### config.mk
export PLATFORM = sky130hd
export DESIGN_NAME = ring_shift_reg
export DESIGN_NICKNAME = d
export VERILOG_FILES = /design/src/rtl/ring_shift_pkg.sv /design/src/rtl/rsr_ctrl.sv /design/src/rtl/rsr_slice.sv /design/src/rtl/ring_shift_reg.sv
export SDC_FILE = /design/constraint.sdc
export NUM_CORES = 1
export LEC_CHECK = 0
export BUFFER_PORTS_ARGS = -buffer_cell sky130_fd_sc_hd__buf_2
export CORE_AREA = 5 5 42 44
export CTS_CLUSTER_DIAMETER = 80
export DETAILED_ROUTE_END_ITERATION = 16
export DIE_AREA = 0 0 47 49
export PLACE_DENSITY = 0.69
export SLEW_MARGIN = 15
export SYNTH_ARGS = -nofsm -noshare
export SYNTH_HDL_FRONTEND = slang
export SYNTH_SLANG_ARGS = --single-unit
### constraint.sdc
create_clock -name clk -period 0.8 [get_ports clk]
set_clock_uncertainty 0.15 [all_clocks]
set_input_delay 0 -clock clk [delete_from_list [all_inputs] [get_ports clk]]
set_output_delay 0 -clock clk [all_outputs]
set_load 0.05 [all_outputs]
### src/rtl/ring_shift_pkg.sv
package ring_shift_pkg;

    // Decoded per-edge control shared by every slice
    typedef struct packed {
        logic clear;      // force zero
        logic take_data;  // select parallel data bit
        logic go_right;   // neighbour source is the higher-index bit
        logic msb_fill;   // top slice keeps itself on a right move
    } slice_ctrl_t;

    // Registered state of one slice
    typedef struct packed {
        logic bit_v;
    } slice_state_t;

endpackage

### src/rtl/rsr_ctrl.sv
module rsr_ctrl
    import ring_shift_pkg::*;
(
    input  logic        rst,
    input  logic        load_n,
    input  logic        rot_right,
    input  logic        arith_shr,
    output slice_ctrl_t ctrl
);

    always_comb begin
        ctrl           = '0;
        ctrl.clear     = rst;
        ctrl.take_data = ~load_n;
        ctrl.go_right  = rot_right;
        // the fill select matters only when moving toward bit 0
        ctrl.msb_fill  = arith_shr & rot_right;
    end

endmodule

### src/rtl/rsr_slice.sv
module rsr_slice
    import ring_shift_pkg::*;
(
    input  logic        clk,
    input  slice_ctrl_t ctrl,
    input  logic        nbr_hi,    // bit above this one (right move source)
    input  logic        nbr_lo,    // bit below this one (left move source)
    input  logic        data_bit,
    output logic        q_bit
);

    slice_state_t state_d, state_q;
    logic         moved_d;

    always_comb begin
        moved_d = ctrl.go_right ? nbr_hi : nbr_lo;
        state_d = state_q;
        if (ctrl.clear) begin
            state_d.bit_v = 1'b0;
        end else if (ctrl.take_data) begin
            state_d.bit_v = data_bit;
        end else begin
            state_d.bit_v = moved_d;
        end
    end

    always_ff @(posedge clk) begin
        state_q <= state_d;
    end

    assign q_bit = state_q.bit_v;

    // clear wins inside the slice
    a_r1_slice_clear: assert property (@(posedge clk)
        ctrl.clear |=> !q_bit);

    // load takes the data bit when not cleared
    a_r2_slice_load: assert property (@(posedge clk) disable iff (ctrl.clear)
        ctrl.take_data |=> q_bit == $past(data_bit));

endmodule

### src/rtl/ring_shift_reg.sv
module ring_shift_reg
    import ring_shift_pkg::*;
#(
    parameter int WIDTH = 8
) (
    input  logic             clk,
    input  logic             rst,
    input  logic             load_n,
    input  logic             rot_right,
    input  logic             arith_shr,
    input  logic [WIDTH-1:0] din,
    output logic [WIDTH-1:0] q
);

    localparam int TOP = WIDTH - 1;

    slice_ctrl_t      ctrl;
    logic [WIDTH-1:0] src_hi;
    logic [WIDTH-1:0] src_lo;

    rsr_ctrl u_ctrl (
        .rst       (rst),
        .load_n    (load_n),
        .rot_right (rot_right),
        .arith_shr (arith_shr),
        .ctrl      (ctrl)
    );

    for (genvar i = 0; i < WIDTH; i++) begin : g_slice
        // source for a right move: the bit above, ring or fill at the top
        if (i == TOP) begin : g_top
            assign src_hi[i] = ctrl.msb_fill ? q[TOP] : q[0];
        end else begin : g_mid_hi
            assign src_hi[i] = q[i+1];
        end
        // source for a left move: the bit below, ring at the bottom
        if (i == 0) begin : g_bot
            assign src_lo[i] = q[TOP];
        end else begin : g_mid_lo
            assign src_lo[i] = q[i-1];
        end

        rsr_slice u_slice (
            .clk      (clk),
            .ctrl     (ctrl),
            .nbr_hi   (src_hi[i]),
            .nbr_lo   (src_lo[i]),
            .data_bit (din[i]),
            .q_bit    (q[i])
        );
    end

    // clear to zero at the edge
    a_r1_clear: assert property (@(posedge clk)
        rst |=> q == '0);

    // load has priority over all moves
    a_r2_load: assert property (@(posedge clk) disable iff (rst)
        !load_n |=> q == $past(din));

    // right rotation wraps bit 0 into the top
    a_r3_rotr: assert property (@(posedge clk) disable iff (rst)
        (load_n && rot_right && !arith_shr) |=>
        q == {$past(q[0]), $past(q[TOP:1])});

    // arithmetic shift keeps the top bit
    a_r4_asr: assert property (@(posedge clk) disable iff (rst)
        (load_n && rot_right && arith_shr) |=>
        q == {$past(q[TOP]), $past(q[TOP:1])});

    // left rotation wraps the top into bit 0, fill select ignored
    a_r5_rotl: assert property (@(posedge clk) disable iff (rst)
        (load_n && !rot_right) |=>
        q == {$past(q[TOP-1:0]), $past(q[TOP])});

    // any rotation keeps the number of ones
    a_r6_ones_kept: assert property (@(posedge clk) disable iff (rst)
        (load_n && !(rot_right && arith_shr)) |=>
        $countones(q) == $countones($past(q)));

endmodule

==> metrics.txt <==
die height 49 µm; CP Launch Type register; failing checks hold timing, setup timing; Leak Pwr ~0.00026 µW; drt wl/cell 13.0 µm; Final Cell Area 612 µm²; post-layout util 0.437; post-layout worst setup margin -0.111 ns; Via Count 348; Syn Area/Cell 9.85 µm²; clk_lat worst skew 0.25 ns; Total GRT Usage 0.0926; Pre-antenna DRT Iters 4; CTS tree built; synthesized cell area 453 µm²; r2r setup slk -0.09 ns; most frequent cells after synthesis 9 x buf_4, 8 x dfxtp_1, 8 x mux2i_1; max cap viols 0; CP endpoint q[7]; max incr delay on CP roughly 0.37 ns; DRT antenna net count 0; PwrDens ~1800 nW/µm²; final wirelength 948 µm; Pint between 700 and 800 µW; DR vias/cell around 4.8; Setup crit start g_slice[7].u_slice.q_bit$_SDFFE_PP0P_; Synth Flop Type dfxtp_1; Unique masters post-synth 12; unrepaired setup endpoints after global routing true; cell chain of the critical path buf_8; Final Hold Slack -0.133 ns; worst reg2reg startpoint g_slice[6].u_slice.q_bit$_SDFF_PP0_; filler cell count in the final layout 157; Num CTS Buffers 3; run status finished with violations; CTS clk-pin slew, worst paths approximately 0.05 ns; Post-synth EDFFs 0; Die W 47 µm; die area approximately 2300 µm²; YS warnings 0; root buf cell clkbuf_4; critical path data required time roughly 0.65 ns; initial antenna violation count 0; arrival time at the worst endpoint 0.76 ns; Area Growth Syn to Fin 35.1%; area leader, netlist dfxtp_1; # clock sinks 8; Crit path max-delay family flip-flops; global-route wire length before repair approximately 1500 µm; htree depth 1; final setup fails 16; Hold Violations, Final 8; Residual DRC 0; vias in the first global route around 340; CP max FO 4; capturing point of the worst reg2reg path g_slice[5].u_slice.q_bit$_SDFF_PP0_; largest net degree at the start of global routing 18; CP bufs+invs 1; routability cong. 0.687; FP Rows 14; crit end category output pin; max reg flops 8; share of cells above drive strength 1 0.596; worst-margin pin slew 0.285 ns; Port Buffers 20; Hold Path Class primary input to register; Synth top area share 0.354; synthesized net count 59; register bit total from synthesis 8; post-synthesis sequential area ratio 0.354; critical path class register to output pin; clk buf depth 2; top post-synthesis cells by area dfxtp_1 35%, mux2i_1 18%, buf_4 15%, a211oi_1 9.9%, nor2_1 5.8%; Initial Util 0.323; 1st-iter DRT viols 9; fin. max-slew vios 0; Placed Area 479 µm²; diodes inserted 0; clock power share 0.279; Min Clock Period, post-route about 0.9 ns; max_slew headroom 0.810; core area ~1400 µm²; Reg power frac 0.430; fin nets 72; R2R depth 2; Final HPWL DP approximately 680 µm; top-count cell post-synth buf_4; CP max-delay cell dfxtp_4; critical path depth 1; maximum vdd ir drop 0.911 mV; switching portion of total power 0.315; switching power 340 µW; total global routing overflow 0; Combinational Power Share 0.291; FFs w/ async S/R, synth 0; post-synthesis instance total 46; Final Cycle Share 1.14; maximum clock rate 1100 MHz; num ports 21; hold path start din[2]
## worst min-delay path by stage
stage                                               end  slack, ns  cells after the start
floorplan           g_slice[0].u_slice.q_bit$_SDFF_PP0_       0.02                      2
global placement    g_slice[5].u_slice.q_bit$_SDFF_PP0_       0.12                      3
detailed placement  g_slice[5].u_slice.q_bit$_SDFF_PP0_       0.13                      3
CTS                 g_slice[5].u_slice.q_bit$_SDFF_PP0_      -0.15                      3
global route        g_slice[1].u_slice.q_bit$_SDFF_PP0_      -0.11                      3
finish              g_slice[2].u_slice.q_bit$_SDFF_PP0_      -0.13                      3
## what timing repair did
item	CTS	global route
hold endpoints to repair	8	8
cloned	0	0
endpoints found under the setup margin	16	16
pin swaps	1	2
buffers inserted	0	0
resized for setup	31	7
## cells by family after synthesis
logic type / Yosys count / synth area share
buffers and inverters: 12 / 0.210
AND/OR/NAND/NOR: 10 / 0.113
AO/OA/AOI/OAI: 8 / 0.146
multiplexers: 8 / 0.177
flip-flops: 8 / 0.354
## cell type report
class	count	area, µm²	area share
multi-input cells	26	206	0.337
clock buffers	3	22.5	0.0368
well taps	16	20.0	0.0327
flip-flops and latches	8	183	0.299
repair buffers	20	180	0.294
## routing by layer
layer  GRT usage  wire length [µm]  vias up
li1            -                 -      177
met1       0.114               394      153
met2       0.127               434       16
met3      0.0332               111        2
met4      0.0691                 6        0
met5           0                 0        -
## power by group through the flow
stage                     clock, µW  sequential [µW]  combinational [µW]
final                           301              465                 315
after global routing            332              470                 333
after CTS                       319              469                 307
after detailed placement          0              462                 253
after floorplan                   0              454                 242
after global placement            0              461                 251
## metrics by stage
| step | setup TNS (ns) | setup WS [ns] | std cells | power (µW) |
|---|---|---|---|---|
| 4_1_cts | -1.45 | -0.125 | 73 | 1090 |
| 5_1_grt | -1.98 | -0.143 | 73 | 1140 |
| 2_1_floorplan | -0.0156 | -0.0122 | 46 | 696 |
| 3_3_place_gp | -0.426 | -0.0818 | 70 | 712 |
| 6_report | -1.39 | -0.111 | 73 | 1080 |
| 3_5_place_dp | -0.437 | -0.0666 | 70 | 714 |
## placed cells by master (no fill, tap or decap)
cell type / Yosys / routed
a211oi_1: 6 / 5
a211oi_2: 1 / 2
buf_2: 0 / 12
buf_8: 0 / 8
clkbuf_4: 0 / 3
dfxtp_2: 0 / 3
dfxtp_4: 0 / 5
mux2i_1: 8 / 7
mux2i_2: 0 / 1
nand2b_1: 1 / 1
nand3b_1: 1 / 1
nand4bb_1: 1 / 1
nor2_1: 7 / 7
o221ai_1: 1 / 1
Note: power is estimated with default switching activity, not from simulation.
